### config.mk
export PLATFORM = sky130hd
export DESIGN_NAME = dps_search_engine
export DESIGN_NICKNAME = d
export VERILOG_FILES = /design/src/rtl/dps_pkg.sv /design/src/rtl/dps_restoring_div.sv /design/src/rtl/dps_err_cmp.sv /design/src/rtl/dps_search_engine.sv
export SDC_FILE = /design/constraint.sdc
export NUM_CORES = 1
export LEC_CHECK = 0
export BUFFER_PORTS_ARGS = -buffer_cell sky130_fd_sc_hd__buf_2
export CAP_MARGIN = 20
export CELL_PAD_IN_SITES_DETAIL_PLACEMENT = 0
export CELL_PAD_IN_SITES_GLOBAL_PLACEMENT = 2
export CORE_MARGIN = 3
export CORE_UTILIZATION = 39
export DETAILED_ROUTE_END_ITERATION = 8
export PLACE_DENSITY = 0.88
export SYNTH_ARGS = -nofsm -noshare
export SYNTH_HDL_FRONTEND = slang
export SYNTH_SLANG_ARGS = --single-unit
### constraint.sdc
create_clock -name clk -period 6.2 [get_ports clk]
set_input_delay 0 -clock clk [delete_from_list [all_inputs] [get_ports clk]]
set_output_delay 0 -clock clk [all_outputs]
set_load 0.05 [all_outputs]
### src/rtl/dps_pkg.sv
package dps_pkg;
    typedef enum logic [2:0] {
        ST_IDLE,
        ST_SPLIT,
        ST_SCALE,
        ST_JUDGE,
        ST_UP1,
        ST_UP2,
        ST_DONE
    } dps_state_e;
endpackage

### src/rtl/dps_restoring_div.sv
module dps_restoring_div #(
    parameter int W = 32
) (
    input  logic         clk,
    input  logic         rst_n,
    input  logic         go_i,
    input  logic [W-1:0] dividend_i,
    input  logic [W-1:0] divisor_i,
    output logic         fin_o,
    output logic [W-1:0] quo_o,
    output logic [W-1:0] rem_o
);
    localparam int CNT_W = $clog2(W + 1);

    logic [W:0]       acc_q;
    logic [W-1:0]     shf_q;
    logic [W-1:0]     dvsr_q;
    logic [CNT_W-1:0] cnt_q;
    logic             run_q;
    logic             fin_q;
    logic [W:0]       acc_sh;
    logic [W:0]       acc_nx;
    logic             take;

    always_comb begin
        acc_sh = {acc_q[W-1:0], shf_q[W-1]};
        take   = (acc_sh >= {1'b0, dvsr_q});
        acc_nx = take ? (acc_sh - {1'b0, dvsr_q}) : acc_sh;
    end

    always_ff @(posedge clk or negedge rst_n) begin
        if (!rst_n) begin
            acc_q  <= '0;
            shf_q  <= '0;
            dvsr_q <= '0;
            cnt_q  <= '0;
            run_q  <= 1'b0;
            fin_q  <= 1'b0;
        end else begin
            fin_q <= 1'b0;
            if (go_i && !run_q) begin
                acc_q  <= '0;
                shf_q  <= dividend_i;
                dvsr_q <= divisor_i;
                cnt_q  <= CNT_W'(W);
                run_q  <= 1'b1;
            end else if (run_q) begin
                acc_q <= acc_nx;
                shf_q <= {shf_q[W-2:0], take};
                cnt_q <= cnt_q - CNT_W'(1);
                if (cnt_q == CNT_W'(1)) begin
                    run_q <= 1'b0;
                    fin_q <= 1'b1;
                end
            end
        end
    end

    assign fin_o = fin_q;
    assign quo_o = shf_q;
    assign rem_o = acc_q[W-1:0];

    // a truncating division leaves a remainder below the divisor
    p_rem_below_divisor_r2: assert property (@(posedge clk) disable iff (!rst_n)
        fin_q |-> (acc_q[W-1:0] < dvsr_q));

    // ratios are never zero
    p_divisor_nonzero_r2: assert property (@(posedge clk) disable iff (!rst_n)
        (go_i && !run_q) |-> (divisor_i != '0));
endmodule

### src/rtl/dps_err_cmp.sv
module dps_err_cmp #(
    parameter int W = 32
) (
    input  logic [W-1:0] cand_i,
    input  logic [W-1:0] want_i,
    input  logic [W-1:0] best_err_i,
    output logic [W-1:0] err_o,
    output logic         better_o
);
    always_comb begin
        err_o    = (cand_i > want_i) ? (cand_i - want_i) : (want_i - cand_i);
        better_o = (err_o < best_err_i);
    end
endmodule

### src/rtl/dps_search_engine.sv
module dps_search_engine
    import dps_pkg::*;
#(
    parameter int RATE_W   = 32,
    parameter int PRE_MAX  = 8,
    parameter int POST_MAX = 64
) (
    input  logic                        clk,
    input  logic                        rst_n,
    input  logic                        start_i,
    input  logic [RATE_W-1:0]           parent_rate_i,
    input  logic [RATE_W-1:0]           target_rate_i,
    output logic                        busy_o,
    output logic                        done_o,
    output logic                        valid_o,
    output logic                        no_match_o,
    output logic [$clog2(PRE_MAX)-1:0]  pre_field_o,
    output logic [$clog2(POST_MAX)-1:0] post_field_o,
    output logic [RATE_W-1:0]           achieved_rate_o
);
    localparam int PRE_W   = $clog2(PRE_MAX);
    localparam int POST_W  = $clog2(POST_MAX);
    localparam int PRE_CW  = PRE_W + 1;
    localparam int POST_CW = POST_W + 1;

    dps_state_e state_q, state_d;

    logic [RATE_W-1:0]  parent_q, target_q, stage1_q, cand_q, ceil1_q;
    logic [RATE_W-1:0]  best_err_q, achieved_q;
    logic [PRE_CW-1:0]  pre_q, best_pre_q;
    logic [POST_CW-1:0] post_q, best_post_q;
    logic [PRE_W-1:0]   pre_field_q;
    logic [POST_W-1:0]  post_field_q;
    logic               found_q, valid_q, nomatch_q, issued_q;

    logic               div_start, div_fin;
    logic [RATE_W-1:0]  div_num, div_den, div_quo, div_rem, div_ceil;
    logic [RATE_W-1:0]  cand_err;
    logic               cand_better;
    logic               accept, last_pre, last_post;

    assign accept    = (state_q == ST_IDLE) && start_i;
    assign last_pre  = (pre_q == PRE_CW'(PRE_MAX));
    assign last_post = (post_q == POST_CW'(POST_MAX));
    assign div_ceil  = div_quo + RATE_W'(|div_rem);

    // operand selection for the shared divider
    always_comb begin
        div_num = parent_q;
        div_den = RATE_W'(pre_q);
        unique case (state_q)
            ST_SCALE: begin div_num = stage1_q; div_den = RATE_W'(post_q);      end
            ST_UP1:   begin div_num = parent_q; div_den = RATE_W'(best_pre_q);  end
            ST_UP2:   begin div_num = ceil1_q;  div_den = RATE_W'(best_post_q); end
            default:  begin div_num = parent_q; div_den = RATE_W'(pre_q);       end
        endcase
        div_start = !issued_q && (state_q == ST_SPLIT || state_q == ST_SCALE ||
                                  state_q == ST_UP1   || state_q == ST_UP2);
    end

    dps_restoring_div #(.W(RATE_W)) div_i (
        .clk        (clk),
        .rst_n      (rst_n),
        .go_i       (div_start),
        .dividend_i (div_num),
        .divisor_i  (div_den),
        .fin_o      (div_fin),
        .quo_o      (div_quo),
        .rem_o      (div_rem)
    );

    dps_err_cmp #(.W(RATE_W)) cmp_i (
        .cand_i     (cand_q),
        .want_i     (target_q),
        .best_err_i (best_err_q),
        .err_o      (cand_err),
        .better_o   (cand_better)
    );

    // next-state logic
    always_comb begin
        state_d = state_q;
        unique case (state_q)
            ST_IDLE:  if (start_i) state_d = ST_SPLIT;
            ST_SPLIT: if (div_fin) state_d = ST_SCALE;
            ST_SCALE: if (div_fin) state_d = ST_JUDGE;
            ST_JUDGE: begin
                if (!last_post)     state_d = ST_SCALE;
                else if (!last_pre) state_d = ST_SPLIT;
                else                state_d = ST_UP1;
            end
            ST_UP1:   if (div_fin) state_d = ST_UP2;
            ST_UP2:   if (div_fin) state_d = ST_DONE;
            ST_DONE:  state_d = ST_IDLE;
            default:  state_d = ST_IDLE;
        endcase
    end

    // state register
    always_ff @(posedge clk or negedge rst_n) begin
        if (!rst_n) state_q <= ST_IDLE;
        else        state_q <= state_d;
    end

    // datapath registers
    always_ff @(posedge clk or negedge rst_n) begin
        if (!rst_n) begin
            parent_q     <= '0;
            target_q     <= '0;
            stage1_q     <= '0;
            cand_q       <= '0;
            ceil1_q      <= '0;
            best_err_q   <= '1;
            achieved_q   <= '0;
            pre_q        <= PRE_CW'(1);
            post_q       <= POST_CW'(1);
            best_pre_q   <= PRE_CW'(1);
            best_post_q  <= POST_CW'(1);
            pre_field_q  <= '0;
            post_field_q <= '0;
            found_q      <= 1'b0;
            valid_q      <= 1'b0;
            nomatch_q    <= 1'b0;
            issued_q     <= 1'b0;
        end else begin
            if (div_start)    issued_q <= 1'b1;
            else if (div_fin) issued_q <= 1'b0;
            unique case (state_q)
                ST_IDLE: if (accept) begin
                    parent_q    <= parent_rate_i;
                    target_q    <= target_rate_i;
                    pre_q       <= PRE_CW'(1);
                    post_q      <= POST_CW'(1);
                    best_pre_q  <= PRE_CW'(1);
                    best_post_q <= POST_CW'(1);
                    best_err_q  <= '1;
                    found_q     <= 1'b0;
                    valid_q     <= 1'b0;
                    nomatch_q   <= 1'b0;
                end
                ST_SPLIT: if (div_fin) stage1_q <= div_quo;
                ST_SCALE: if (div_fin) cand_q   <= div_quo;
                ST_JUDGE: begin
                    if (cand_better) begin
                        best_err_q  <= cand_err;
                        best_pre_q  <= pre_q;
                        best_post_q <= post_q;
                        found_q     <= 1'b1;
                    end
                    if (last_post) begin
                        post_q <= POST_CW'(1);
                        if (!last_pre) pre_q <= pre_q + PRE_CW'(1);
                    end else begin
                        post_q <= post_q + POST_CW'(1);
                    end
                end
                ST_UP1: if (div_fin) ceil1_q <= div_ceil;
                ST_UP2: if (div_fin) begin
                    achieved_q   <= div_ceil;
                    pre_field_q  <= PRE_W'(best_pre_q - PRE_CW'(1));
                    post_field_q <= POST_W'(best_post_q - POST_CW'(1));
                    valid_q      <= found_q;
                    nomatch_q    <= !found_q;
                end
                default: ;
            endcase
        end
    end

    // outputs
    always_comb begin
        busy_o          = (state_q != ST_IDLE);
        done_o          = (state_q == ST_DONE);
        valid_o         = valid_q;
        no_match_o      = nomatch_q;
        pre_field_o     = pre_field_q;
        post_field_o    = post_field_q;
        achieved_rate_o = achieved_q;
    end

    // completion lasts one cycle and returns to idle
    p_done_single_r9: assert property (@(posedge clk) disable iff (!rst_n)
        done_o |=> (!done_o && !busy_o));

    // a strobe during a search does not disturb the latched inputs
    p_start_ignored_r10: assert property (@(posedge clk) disable iff (!rst_n)
        (busy_o && start_i) |=> ($stable(parent_q) && $stable(target_q)));

    // the held best error never grows during a search
    p_err_shrinks_r4: assert property (@(posedge clk) disable iff (!rst_n)
        busy_o |=> (best_err_q <= $past(best_err_q)));

    // flags are exclusive and no-match reports ratios 1 and 1
    p_no_match_default_r5: assert property (@(posedge clk) disable iff (!rst_n)
        no_match_o |-> (!valid_o && pre_field_o == '0 && post_field_o == '0));

    // the grid position stays inside its bounds
    p_grid_bounds_r1: assert property (@(posedge clk) disable iff (!rst_n)
        (pre_q >= PRE_CW'(1) && pre_q <= PRE_CW'(PRE_MAX) &&
         post_q >= POST_CW'(1) && post_q <= POST_CW'(POST_MAX)));
endmodule

==> flow_summary.toml, run 1 <==
[layout]
finish.instance_area_sq_um = 22810
antenna_cells = 0
final_nets = 2519
multiInputGateArea_sq_um = 10100
fin_util = 0.4613
layoutNonFillerInstCount = 3031
regArea_sq_um = 8582
layout-drive-gt1-share = 0.1369
fill_cells = 4885
syn2layout_area_growth_pct = 15.65

[floorplan]
core_sq_um = 49460
initial_core_util = 0.3989
io_pins = 112
fp-row-count = 81
die-height_um = 230.9
die_w_um = 230.9
die-area_sq_um = 53310

[sta]
rsz0062_at_grt = "no"
fin_crit_sh = 0.9255
final-hold-violation-count = 0
maxSlewHeadroom = 0.3129
report.final.slew_viol_count = 0
setup_viol = 0
finalCriticalPeriod_ps = 5738
setup-tns-final_ps = 0
finClkSkew_ps = 18.92
max_freq_ghz = 0.1743
worst_pin_slew_ps = 1028

[synth]
yosys.area.top_type = "dfrtp_1"
syn_area_sq_um = 19730
synth-compound-area-share = 0.1761
synth.area.top_cells = "dfrtp_1 (39%), nand2_1 (7.8%), ha_1 (7.0%)"
syn_nets = 2415
synth_edf_count = 0
synthMuxAreaShare = 0.05950
yosysMostFrequentCell = "nand2_1"
yosysSeqAreaShare = 0.4349
synth_top_area_frac = 0.3869
syn_inst = 2234
yosysUniqueCellTypes = 69
synth_adder_area_share = 0.07345
synth_top_family_by_area = "compound AO/OA/AOI/OAI gates"
avgSynthCellArea_sq_um = 8.830
synth_ff_type = "dfrtp_1"
synthSimpleGateAreaFrac = 0.1581
synthArstFlopShare = 1.000
synth-seq-cells = 341
synth_common_cells = "nand2_1 (410), dfrtp_1 (305), o21ai_0 (222)"
synth_xor_area_frac = 0.04218
yosys_warnings = 0

[routing]
routed_via_density = 5.344
first_pass_iters = 5
finalWirelength_mm = 55.88
drc = 0
ant_nets = 0
drtIter0Drc = 1019
vias = 16198
wl_per_cell_um = 18.44

[global_routing]
grt_antenna_before_repair = 3
grt_usage = 0.2111
grt_start_max_net_pins = 155
grt_pass1_wl_mm = 91.00
grt_overflow = 0
grt_pass1_vias = 16456

[clock_tree]
numCtsBuffers = 40
cts_resized = 0
clk_latency_ps = 560
clockRootBuffer = "clkbuf_16"
post-cts-setup-buffers = 0
hold_buffers = 70
cts_tree = "yes"
clock_sinks = 341
htreeDepth = 2
cts_buffer_depth = 3
clk_pin_slew_worst_paths_ps = 60

[worst_setup_path]
worstReg2RegEnd = "best_err_q[7]"
crit_family = "simple AND/OR/NAND/NOR gates"
crit_type = "flop to flop"
worst-r2r-cell-count = 19
cpMaxStageDelayCell = "nor4_1"
path_cells = "inv_1 > ha_1 > nand4_1 > nor4_1 > nand4_1 > and3_1 > or2_1 > buf_4 > mux2i_1 > xnor2_1 > ha_1 > o21ai_0 > o21a_1 > o21ai_0 > a211oi_1 > a21oi_1 > o21ai_4 > buf_4 > mux2_2"
worstPathRequired_ps = 6680
rrSetupSlack_ps = 460
worstSetupStartpointType = "flop"
arrival_ps = 6220
crit_buf_inv = 3
setup.worst_path.start = "cand_q[9]"
endpoint_kind = "flop"
worstPathMaxFanout = 28
crit_end = "best_err_q[7]"
cpPeakStageDelay_ps = 610
cp.depth = 19
r2r-start = "cand_q[9]"

[placed_design]
placedCellCount = 2890
post-dp-hpwl_mm = 38.85
dpl-instance-area_sq_um = 20750
port_buffers = 111
routabilityCongestion = 0.8984

[power]
p_per_area_nw_per_um2 = 529.7
power_w = 0.01208
peakVddDrop_v = 0.0002232
leakagePower_nw = 10.62

[run]
cap_violations = 0

[status]
status = "complete, no violations"

[hold_path]
worstHoldPathType = "input pin to asynchronous set/reset pin"
## worst min path at each step
stage / slack (ps) / to
after CTS: 30 / target_q[13]
after global placement: 40 / target_q[13]
final: 20 / cand_q[13]
after global routing: 70 / target_q[14]
after detailed placement: 30 / target_q[13]
after floorplan: -300 / achieved_rate_o[0]
## cell usage in the layout (no fill, tap or decap), types with 12 or more instances in the layout
cell	netlist	final
a211oi_1	12	12
a21o_1	35	35
a21oi_1	190	190
a22oi_1	35	35
and3_1	15	14
buf_2	20	110
buf_4	3	18
clkbuf_16	0	41
dfrtp_1	305	304
dfstp_2	36	36
dlygate4sd3_1	0	70
ha_1	111	111
inv_1	137	137
mux2_2	66	66
mux2i_1	43	43
nand2_1	410	408
nand3_1	39	39
nand4_1	30	30
nor2_1	119	117
nor3_1	29	28
o211ai_1	12	12
o21ai_0	222	222
xnor2_1	49	49
xor2_1	46	46
## cell type report
type	instances	share of cell area
Clock inverter	12	0.007130
Tap cell	664	0.03642
Multi-Input combinational cell	1618	0.4427
Clock buffer	59	0.05276
Timing Repair Buffer	200	0.06230
Sequential cell	341	0.3762
Inverter	137	0.02254
## cells by family after synthesis
kind of cell,count (synthesis)
simple gates,709
fa+ha+maj,114
mux,109
buf+inv,275
compound gates,591
flops,341
xor+xnor,95
## worst register-to-register path, cell delays in order (launching register included)
cell	delay (ps)
dfrtp_1	360
inv_1	60
ha_1	520
nand4_1	240
nor4_1	610
nand4_1	230
and3_1	390
or2_1	510
buf_4	310
mux2i_1	150
xnor2_1	250
ha_1	300
o21ai_0	190
o21a_1	140
o21ai_0	110
a211oi_1	230
a21oi_1	150
o21ai_4	170
buf_4	340
mux2_2	400
## per-stage QoR
stage | setup slack [ps] | hold WS [ps]
after floorplan | 1311 | -295.6
after global placement | 656.6 | 36.23
after detailed placement | 496.5 | 34.46
after CTS | 442.1 | 26.11
after global routing | 29.10 | 67.92
final | 461.8 | 16.79
## registers in the layout, indices dropped and copies added, names as in the netlist, 4 cells and up
register / flops
achieved_rate_o: 32
best_err_q: 32
cand_q: 32
ceil1_q: 32
div_i.acc_q: 32
div_i.quo_o: 32
parent_q: 32
stage1_q: 32
target_q: 32
best_post_q: 7
div_i.dvsr_q: 7
post_q: 7
div_i.cnt_q: 6
post_field_o: 6
best_pre_q: 4
pre_q: 4
## routing by layer
layer,part of all wire,routed length [um],global-route usage,up-vias
met5,0,0,0,-
met4,0.028,1578,0.06256,0
met3,0.044,2445,0.03171,108
met2,0.44,24620,0.3281,344
met1,0.49,27240,0.3051,7891
li1,-,-,-,7855
## power breakdown
group	switching, W	internal [W]
clock	0.000947	0.00151
sequential	0.000677	0.00302
combinational	0.00356	0.00238
Note: power is estimated with default switching activity, not from simulation.
==> run 2: changes to the inputs <==
--- a/config.mk
+++ b/config.mk
@@ -12,6 +12,7 @@
 export CORE_MARGIN = 3
 export CORE_UTILIZATION = 39
 export DETAILED_ROUTE_END_ITERATION = 8
+export HOLD_SLACK_MARGIN = 0.15
 export PLACE_DENSITY = 0.88
 export SYNTH_ARGS = -nofsm -noshare
 export SYNTH_HDL_FRONTEND = slang
==> run 2 against run 1 <==
  * Sequential cell count unchanged
  * Critical path depth unchanged
  * Sequential share of layout area down 0.21 points
  * Die area unchanged
  * Wire length up 0.47%
  * Count of clock-buffer cells in the layout unchanged
  * Sequential power about the same
  * Via count about the same
  * Total power about the same
  * Global-route usage up 0.056 points
  * Largest cell class unchanged
==> flow_summary.toml, run 2 (synthesized netlist as in run 1, its figures left out) <==
[placed_design]
port_buffers = 111
pre_cts_ws_ps = 496.5
post-dp-hpwl_mm = 38.85
routabilityCongestion = 0.8984
dpl-instance-area_sq_um = 20750

[global_routing]
grt_antenna_before_repair = 3
globalRouteMet1Util = 0.3054
grt_pass1_wl_mm = 91.30
grt_pass1_vias = 16503
grt_usage = 0.2117
grt_start_max_net_pins = 155
grt_use_met2 = 0.3299
top_usage_layer = "met2"
grt_overflow = 0
grtUsageMet3 = 0.03147

[clock_tree]
clockRootBuffer = "clkbuf_16"
hold_buffers = 81
clock_sinks = 341
cts_buffer_depth = 3
cts_resized = 0
post-cts-setup-buffers = 0
htreeDepth = 2
numCtsBuffers = 40
clk_pin_slew_worst_paths_ps = 60
cts_tree = "yes"
clk_latency_ps = 560

[sta]
layout_setup_ws_ps = 474.8
maxSlewHeadroom = 0.3201
finalCriticalPeriod_ps = 5725
final-hold-violation-count = 0
worst_pin_slew_ps = 1017
setup-tns-final_ps = 0
rsz0062_at_grt = "no"
finClkSkew_ps = 19.53
report.final.slew_viol_count = 0
setup_viol = 0
fin_crit_sh = 0.9234
max_freq_ghz = 0.1747

[worst_setup_path]
arrival_ps = 6200
worstSetupStartpointType = "flop"
endpoint_kind = "flop"
rrSetupSlack_ps = 470
worstPathMaxFanout = 36
setup.worst_path.start = "cand_q[9]"
worstReg2RegEnd = "best_err_q[25]"
r2r-start = "cand_q[9]"
worstPathRequired_ps = 6680
crit_type = "flop to flop"
crit_end = "best_err_q[25]"
worst-r2r-cell-count = 19

[layout]
syn2layout_area_growth_pct = 16.30
fin_util = 0.4639
multiInputGateArea_sq_um = 10100
regArea_sq_um = 8582
layout-drive-gt1-share = 0.1367
final_nets = 2530
layout_common_cells = "nand2_1 (408), dfrtp_1 (304), o21ai_0 (222)"
finish.instance_area_sq_um = 22940
antenna_cells = 0
mostFrequentLayoutCell = "nand2_1"
fill_cells = 4870

[status]
status = "complete, no violations"

[power]
p_seq_frac = 0.306
p_clk_frac = 0.203
p_int_w = 0.006909
combPwrFrac = 0.492
leakagePower_nw = 10.68
peakVddDrop_v = 0.0002260
p_per_area_nw_per_um2 = 527.0
p_switching_w = 0.005182
switching_share = 0.4286

[floorplan]
die-area_sq_um = 53310
fp-row-count = 81
initial_core_util = 0.3989
die-height_um = 230.9
core_sq_um = 49460
io_pins = 112
die_w_um = 230.9

[hold_path]
worstHoldPathType = "input pin to flop"

[routing]
drc = 0
vias = 16209
finalWirelength_mm = 56.14
ant_nets = 0
routed_via_density = 5.328
first_pass_iters = 5
drtIter0Drc = 995
wl_per_cell_um = 18.45

[run]
cap_violations = 0
run 2: metrics by stage:
stage               power [W]  hold slack (ps)  instances
floorplan            0.007966           -295.6       2234
detailed placement   0.009552            34.46       2890
global placement     0.009473            36.23       2890
CTS                   0.01215            150.8       3042
global route          0.01312            170.1       3042
finish                0.01209            183.6       3042
run 2: routing by layer:
metal | vias up | part of all wire
li1 | 7874 | -
met1 | 7883 | 0.49
met2 | 347 | 0.44
met3 | 105 | 0.045
met4 | 0 | 0.028
met5 | - | 0
run 2: power groups by stage:
stage	clock (W)	combinational [W]	sequential (W)
after CTS	0.00252	0.00594	0.00369
after global routing	0.00262	0.00670	0.00380
after global placement	0	0.00579	0.00368
after floorplan	0	0.00455	0.00341
final	0.00245	0.00594	0.00370
after detailed placement	0	0.00583	0.00372
run 2: critical path, stage by stage, from the launching register on:
cell      delay (ps)
dfrtp_1          360
inv_1             60
ha_1             520
nand4_1          240
nor4_1           600
nand4_1          220
and3_1           390
or2_1            510
buf_4            310
mux2i_1          150
xnor2_1          260
ha_1             310
o21ai_0          190
o21a_1           130
o21ai_0          110
a211oi_1         230
a21oi_1          150
o21ai_4          170
buf_4            350
mux2_2           390
run 2: worst min-delay path by stage:
stage | start | end | slack [ps] | cells after the start
floorplan | rst_n | achieved_rate_o[0] | -300 | 0
global placement | rst_n | target_q[13] | 40 | 1
detailed placement | rst_n | target_q[13] | 30 | 1
CTS | parent_rate_i[5] | parent_q[5] | 150 | 4
global route | parent_rate_i[6] | parent_q[6] | 170 | 4
finish | parent_rate_i[6] | parent_q[6] | 180 | 4
run 2: final cells by class:
| cell class | count | area share |
|---|---|---|
| inverter | 137 | 0.02241 |
| timing repair buffer | 211 | 0.06752 |
| clock buffer | 59 | 0.05246 |
| clock inverter | 12 | 0.007090 |
| tap | 664 | 0.03621 |
| sequential | 341 | 0.3741 |
| multi-input combinational | 1618 | 0.4402 |
